[config.mk]
export PLATFORM = sky130hd
export DESIGN_NAME = inv_uart_tx
export DESIGN_NICKNAME = d
export VERILOG_FILES = /design/src/rtl/inv_tx_pkg.sv /design/src/rtl/inv_tx_loader.sv /design/src/rtl/inv_tx_shifter.sv /design/src/rtl/inv_tx_line.sv /design/src/rtl/inv_uart_tx.sv
export SDC_FILE = /design/constraint.sdc
export NUM_CORES = 1
export LEC_CHECK = 0
export ABC_AREA = 0
export BUFFER_PORTS_ARGS = -buffer_cell sky130_fd_sc_hd__buf_4
export CAP_MARGIN = 10
export CORE_UTILIZATION = 50
export CTS_BUF_LIST = sky130_fd_sc_hd__clkbuf_8
export DETAILED_ROUTE_END_ITERATION = 12
export PLACE_DENSITY_LB_ADDON = 0.2
export REMOVE_ABC_BUFFERS = 1
export SLEW_MARGIN = 25
export SYNTH_ARGS = -nofsm -noshare
export SYNTH_HDL_FRONTEND = slang
export SYNTH_SLANG_ARGS = --single-unit
[constraint.sdc]
create_clock -name clk -period 1.77 [get_ports clk]
set_input_delay 0.354 -clock clk [delete_from_list [all_inputs] [get_ports clk]]
set_output_delay 0.354 -clock clk [all_outputs]
set_load 0.02 [all_outputs]
[src/rtl/inv_tx_pkg.sv]
package inv_tx_pkg;
  typedef enum logic [1:0] {
    LD_NONE = 2'd0,
    LD_CHAR = 2'd1,
    LD_SYNC = 2'd2
  } load_kind_e;
endpackage

[src/rtl/inv_tx_loader.sv]
module inv_tx_loader
  import inv_tx_pkg::*;
#(
  parameter int DATA_W   = 8,
  parameter int BUF_W    = 16,
  parameter int SYNC_LEN = 8,
  parameter int CNT_W    = 5
) (
  input  logic              busy,
  input  logic              load_valid,
  input  logic [DATA_W-1:0] load_data,
  input  logic              sync_req,
  output load_kind_e        kind,
  output logic [BUF_W-1:0]  img,
  output logic [CNT_W-1:0]  cnt
);
  localparam int FRAME_LEN = DATA_W + 2;

  logic [BUF_W-1:0] char_img;

  // Start bit at the low end, data LSB first, stop bit, then idle-level fill.
  assign char_img[0] = 1'b0;
  genvar gi;
  generate
    for (gi = 0; gi < DATA_W; gi++) begin : g_data
      assign char_img[gi+1] = load_data[gi];
    end
    for (gi = DATA_W + 1; gi < BUF_W; gi++) begin : g_fill
      assign char_img[gi] = 1'b1;
    end
  endgenerate

  always_comb begin
    kind = LD_NONE;
    img  = '1;
    cnt  = '0;
    if (!busy) begin
      if (load_valid) begin
        kind = LD_CHAR;
        img  = char_img;
        cnt  = CNT_W'(FRAME_LEN);
      end else if (sync_req) begin
        kind = LD_SYNC;
        img  = '1;
        cnt  = CNT_W'(SYNC_LEN);
      end
    end
  end
endmodule

[src/rtl/inv_tx_shifter.sv]
module inv_tx_shifter
  import inv_tx_pkg::*;
#(
  parameter int BUF_W = 16,
  parameter int CNT_W = 5
) (
  input  logic             clk,
  input  logic             rst,
  input  logic             bit_tick,
  input  load_kind_e       kind,
  input  logic [BUF_W-1:0] img,
  input  logic [CNT_W-1:0] cnt_in,
  output logic             fire,
  output logic             head,
  output logic [CNT_W-1:0] remain
);
  logic [BUF_W-1:0] buf_q;
  logic [CNT_W-1:0] cnt_q;

  assign fire   = bit_tick && (cnt_q != '0);
  assign head   = buf_q[0];
  assign remain = cnt_q;

  always_ff @(posedge clk) begin
    if (rst) begin
      buf_q <= '1;
      cnt_q <= '0;
    end else if (kind != LD_NONE) begin
      buf_q <= img;
      cnt_q <= cnt_in;
    end else if (fire) begin
      buf_q <= {1'b1, buf_q[BUF_W-1:1]};
      cnt_q <= cnt_q - 1'b1;
    end
  end
endmodule

[src/rtl/inv_tx_line.sv]
module inv_tx_line
  import inv_tx_pkg::*;
#(
  parameter int CNT_W = 5
) (
  input  logic             clk,
  input  logic             rst,
  input  logic             bit_tick,
  input  load_kind_e       kind,
  input  logic             fire,
  input  logic             head,
  input  logic [CNT_W-1:0] remain,
  output logic             busy,
  output logic             pin
);
  logic active_q, active_n;
  logic pin_n;
  logic bits_left_n;

  always_comb begin
    active_n = active_q;
    pin_n    = pin;
    if (bit_tick) begin
      if (fire) begin
        active_n = 1'b1;
        pin_n    = ~head;
      end else begin
        active_n = 1'b0;
        pin_n    = 1'b0;
      end
    end
    if (kind != LD_NONE)
      bits_left_n = 1'b1;
    else if (fire)
      bits_left_n = (remain > CNT_W'(1));
    else
      bits_left_n = (remain != '0);
  end

  always_ff @(posedge clk) begin
    if (rst) begin
      active_q <= 1'b0;
      pin      <= 1'b0;
      busy     <= 1'b0;
    end else begin
      active_q <= active_n;
      pin      <= pin_n;
      busy     <= bits_left_n || active_n;
    end
  end
endmodule

[src/rtl/inv_uart_tx.sv]
module inv_uart_tx
  import inv_tx_pkg::*;
#(
  parameter int DATA_W   = 8,
  parameter int BUF_W    = 16,
  parameter int SYNC_LEN = 8
) (
  input  logic              clk,
  input  logic              rst,
  input  logic              bit_tick,
  input  logic              load_valid,
  input  logic [DATA_W-1:0] load_data,
  input  logic              sync_req,
  output logic              busy,
  output logic              tx_pin
);
  localparam int CNT_W = $clog2(BUF_W + 1);

  load_kind_e       kind;
  logic [BUF_W-1:0] img;
  logic [CNT_W-1:0] cnt_ld;
  logic             fire, head;
  logic [CNT_W-1:0] remain;

  inv_tx_loader #(
    .DATA_W(DATA_W), .BUF_W(BUF_W), .SYNC_LEN(SYNC_LEN), .CNT_W(CNT_W)
  ) loader_i (
    .busy(busy), .load_valid(load_valid), .load_data(load_data),
    .sync_req(sync_req), .kind(kind), .img(img), .cnt(cnt_ld)
  );

  inv_tx_shifter #(.BUF_W(BUF_W), .CNT_W(CNT_W)) shifter_i (
    .clk(clk), .rst(rst), .bit_tick(bit_tick), .kind(kind), .img(img),
    .cnt_in(cnt_ld), .fire(fire), .head(head), .remain(remain)
  );

  inv_tx_line #(.CNT_W(CNT_W)) line_i (
    .clk(clk), .rst(rst), .bit_tick(bit_tick), .kind(kind), .fire(fire),
    .head(head), .remain(remain), .busy(busy), .pin(tx_pin)
  );
endmodule

# Word-level counts from Yosys, hierarchy flattened
# Index checks and enable logic that the tools add are counted.
dict set report word_totals {
  ff_bits 24
  inputBits 13
  wordCells 30
}
dict set report classes {
  add_sub_neg 1
  n_lt_le_gt_ge 1
  mux 17
  bitwise 1
  reduce_logical 5
}
# cell count
set ops {}
lappend ops {{$mux W16} 3}
lappend ops {{$mux W5} 4}
lappend ops {{$mux W9} 1}
lappend ops {{$mux W2} 3}
lappend ops {{$gt A5 B1 Y1 const B} 1}
lappend ops {{$mux W1} 5}
lappend ops {{$reduce_bool A5 Y1} 1}
lappend ops {{$sub A5 B1 Y5 const B} 1}
lappend ops {{$mux W4} 1}
lappend ops {{$reduce_bool A2 Y1} 2}
lappend ops {{$logic_and A1 B1 Y1} 1}
lappend ops {{$logic_or A1 B1 Y1} 1}
lappend ops {{$not A1 Y1} 1}

# Logic depth before layout (Yosys ltp)
dict set report depth {
  word_depth 6
  mapped_depth 7
  depth_no_buf 5
}

# By module
# A second synthesis with hierarchy kept.
dict set report unflattened {
  cells_unflattened 172
  hier_area_um2 1476.4
}
# mod instances cells_per_inst area_per_inst_um2 seq_area_each_um2
set modules_own_cells {}
lappend modules_own_cells {inv_tx_shifter 1 133 1138.6 420.4}
lappend modules_own_cells {inv_tx_loader 1 27 214.0 0.0}
lappend modules_own_cells {inv_tx_line 1 12 123.9 60.1}

# Worst setup path after synthesis
# Ideal clock, no wire load.
dict set report synth_path {
  path_type {flip-flop to flip-flop}
  startpoint {register shifter_i.cnt_q[0], in the netlist shifter_i.remain[0]}
  endpoint {register shifter_i.buf_q[8]}
  setup_time_ns 0.120
  arrival_ns 1.600
  required_ns 1.650
  path_slack_ns 0.050
  stages_incl_launch_ff 8
  n_path_buf 2
  period_less_slack_ns 1.720
  cell_sequence {dfxtp_1 > inv_1 > ha_1 > or4b_1 > buf_2 > a21o_1 > buf_6 > o31a_1}
}
dict set report synth_between {
  elab_chain_len 3
}
# item line_no
set synth_rtl {}
lappend synth_rtl {{start, declared} inv_tx_shifter.sv:18} ;# logic [CNT_W-1:0] cnt_q;
lappend synth_rtl {{start signal, assigned} inv_tx_shifter.sv:30} ;# cnt_q <= cnt_in;
lappend synth_rtl {{start signal, assigned} inv_tx_shifter.sv:33} ;# cnt_q <= cnt_q - 1'b1;
lappend synth_rtl {{$reduce_bool A5 Y1} inv_tx_shifter.sv:20} ;# assign fire = bit_tick && (cnt_q != '0);
lappend synth_rtl {{$logic_and A1 B1 Y1} inv_tx_shifter.sv:20}
lappend synth_rtl {{$reduce_bool A2 Y1 (no line)} --}
lappend synth_rtl {{end signal, assigned} inv_tx_shifter.sv:29} ;# buf_q <= img;
lappend synth_rtl {{end signal, assigned} inv_tx_shifter.sv:32} ;# buf_q <= {1'b1, buf_q[BUF_W-1:1]};
lappend synth_rtl {{end, declared} inv_tx_shifter.sv:17} ;# logic [BUF_W-1:0] buf_q;
# No other way between the ends.
# A chain may end at the register's enable or synchronous reset.

# Worst setup path after layout
dict set report layout_path {
  startpoint {register shifter_i.cnt_q[0], in the netlist shifter_i.remain[0]}
  endpoint {register shifter_i.buf_q[0]}
}
# Same word-level chain as after synthesis.

==> results.yml <==
final_layout:
  drive_gt1_frac: 0.2710
  nFillCells: 129
  stdcell_count: 123
  fin_nets: 122
  syn_to_final_growth_pct: 23.26
  final_cell_area_um2: 994.7
  seqCellArea_um2: 341.6
  antennaDiodeCount: 0
  multi_input_area_um2: 411.6
critical_path:
  start_kind: "register"
  critPathRequiredTime_ps: 1880
  crit_type: "register to register"
  endpoint_kind: "register"
  rr_worst_depth: 5
  crit_fanout: 7
  arrival_ps: 1860
drt:
  vias: 737
  dr.pass1.iters: 4
  routed_wl_um: 1844
  drc: 0
  wl_per_cell_um: 14.99
  ant_nets: 0
  detail_route.iter0.violations: 16
  viasPerCell: 5.992
global_routing:
  grt_max_degree: 21
  grt_antenna_before_repair: 0
  overflow: 0
  grt_usage: 0.2188
  grt_pass1_vias: 696
  busiest_layer: "met2"
  met2_usage: 0.3446
  use_met3: 0.03879
  grtUsageMet1: 0.3016
  grt_pass1_wl_um: 3008
synth:
  synthTopCellsByArea: "dfxtp_1, o221ai_1, a31oi_1"
  ys.flop_type: "dfxtp_1"
  yosysWarnings: 0
  synth_cell_types: 35
  synth-edff-count: 0
  yosys.area.top_type: "dfxtp_1"
  synth.yosys.seq_area_share: 0.4217
  synth_seq_cells: 17
  netlist_instances: 93
  synthesis.area_um2: 807.0
  synth-async-reset-ratio: 0
  netlist.area_leader.share: 0.4217
  avgSynthCellArea_um2: 8.678
placed_design:
  dpl.hpwl_um: 1172
  gp_congestion: 0.7923
  io_buffer_count: 14
  place_area_um2: 922.1
  dp.cells: 119
clocking:
  htreeDepth: 1
  cts_made_buffers: 3
  cts_setup_buffers: 0
  clk_latency_ps: 240
  path_clk_slew_ps: 60
  cts_tree: "done"
  cts_root_buf: "clkbuf_8"
  clk_path_buf_depth: 2
  cts.sinks: 17
sta:
  max_freq_mhz: 571.6
  period_share: 0.9884
  finalHoldViolations: 0
  rsz0062_at_grt: "yes"
  tns_ps: 0
  skew_ps: 1.841
  maxSlewViolCount: 0
  max_slew_margin: 0.7096
  finalCriticalPeriod_ps: 1749
  setup_violations: 0
  worst_slew_pin_slew_ps: 430.2
power_and_ir_drop:
  p_per_area_nw_per_um2: 1050
  leakage_nw: 0.4527
  peakVddDrop_uv: 626.6
run:
  drv_cap: 0
floorplan:
  dieHeight_um: 42.18
  die_w_um: 42.18
  fp.dieArea_um2: 1779
  rows: 14
  core_um2: 1506
  start_util: 0.5357
  num_io_pins: 15
min_path:
  hold_path_class: "input port to register"
  hold_depth: 2
run_status:
  status: "finished, final reports clean"
==> synth_stat cells (2+ instances only) <==
cell type	count
a211oi_1	2
buf_2	2
dfxtp_1	17
a21oi_1	4
nor2_1	10
inv_1	10
buf_1	2
a31oi_1	8
nor3_1	3
clkbuf_1	3
a311oi_1	2
o221ai_1	7
==> final cells by class <==
cell class | count | share of cell area
multi-input combinational | 57 | 0.4138
inverter | 11 | 0.04151
clock inverter | 1 | 0.003774
sequential | 17 | 0.3434
clock buffer | 3 | 0.04151
tap | 16 | 0.02013
timing repair buffer | 18 | 0.1358
==> critical path, stage by stage (launching register included) <==
cell	delay [ps]
dfxtp_1	320
inv_2	60
ha_2	170
or4b_4	520
a2111oi_2	430
a311oi_1	100
==> registers in the layout, summed over array words and instances, names as in the netlist <==
name,cells
line_i.busy,1
shifter_i.buf_q,9
shifter_i.remain,5
line_i.pin,1
line_i.active_q,1
==> worst paths after layout <==
path	to	slack, ps	start
max	shifter_i.buf_q[0]	20	shifter_i.remain[0]
min	line_i.pin	370	rst
max reg2reg	shifter_i.buf_q[0]	20	shifter_i.remain[0]
min reg2reg	line_i.pin	460	line_i.pin
==> what timing repair did <==
action / CTS / global route
endpoints found under the setup margin: 4 / 9
cloned: 0 / 0
resized for setup: 4 / 5
hold buffers: 0 / 0
pin swaps: 0 / 2
==> cells in the final DEF (no fill, tap or decap), types with 2 or more instances in the layout <==
master	netlist	layout
dfxtp_1	17	16
a31oi_1	8	8
o221ai_1	7	7
a21oi_1	4	4
nor3_1	3	3
clkbuf_8	0	3
buf_4	0	18
nor2_1	10	10
inv_1	10	10
a211oi_1	2	2
==> routing by layer <==
| layer | vias up | routed length, um |
|---|---|---|
| li1 | 369 | - |
| met1 | 351 | 898 |
| met2 | 13 | 869 |
| met3 | 4 | 53 |
| met4 | 0 | 24 |
| met5 | - | 0 |
==> metrics by stage <==
| stage | hold WS, ps | worst slack [ps] | utilization | power (W) |
|---|---|---|---|---|
| floorplan | 423.1 | -43.08 | - | 0.0006324 |
| global placement | 448.3 | 27.09 | 0.6121 | 0.0007318 |
| detailed placement | 450.3 | -49.24 | 0.6121 | 0.0007400 |
| CTS | 367.6 | 12.25 | 0.6495 | 0.001035 |
| global route | 378.1 | -22.05 | 0.6603 | 0.001099 |
| finish | 368.9 | 20.60 | 0.6603 | 0.001044 |
==> where the power goes <==
group | total, W | internal, W | switching (W)
Clock | 0.000275 | 0.000153 | 0.000122
Combinational | 0.000304 | 0.000142 | 0.000162
Sequential | 0.000465 | 0.000433 | 0.0000327
==> kinds of logic after synthesis <==
group / count (synthesis) / share of synthesized area
buffers and inverters: 19 / 0.1008
AND/OR/NAND/NOR: 22 / 0.1380
adder cells (fa/ha/maj): 1 / 0.01550
flip-flops: 17 / 0.4217
XOR/XNOR: 1 / 0.01085
AO/OA/AOI/OAI: 32 / 0.3008
multiplexers: 1 / 0.01240
No activity file was read; power rests on OpenSTA's default activity.
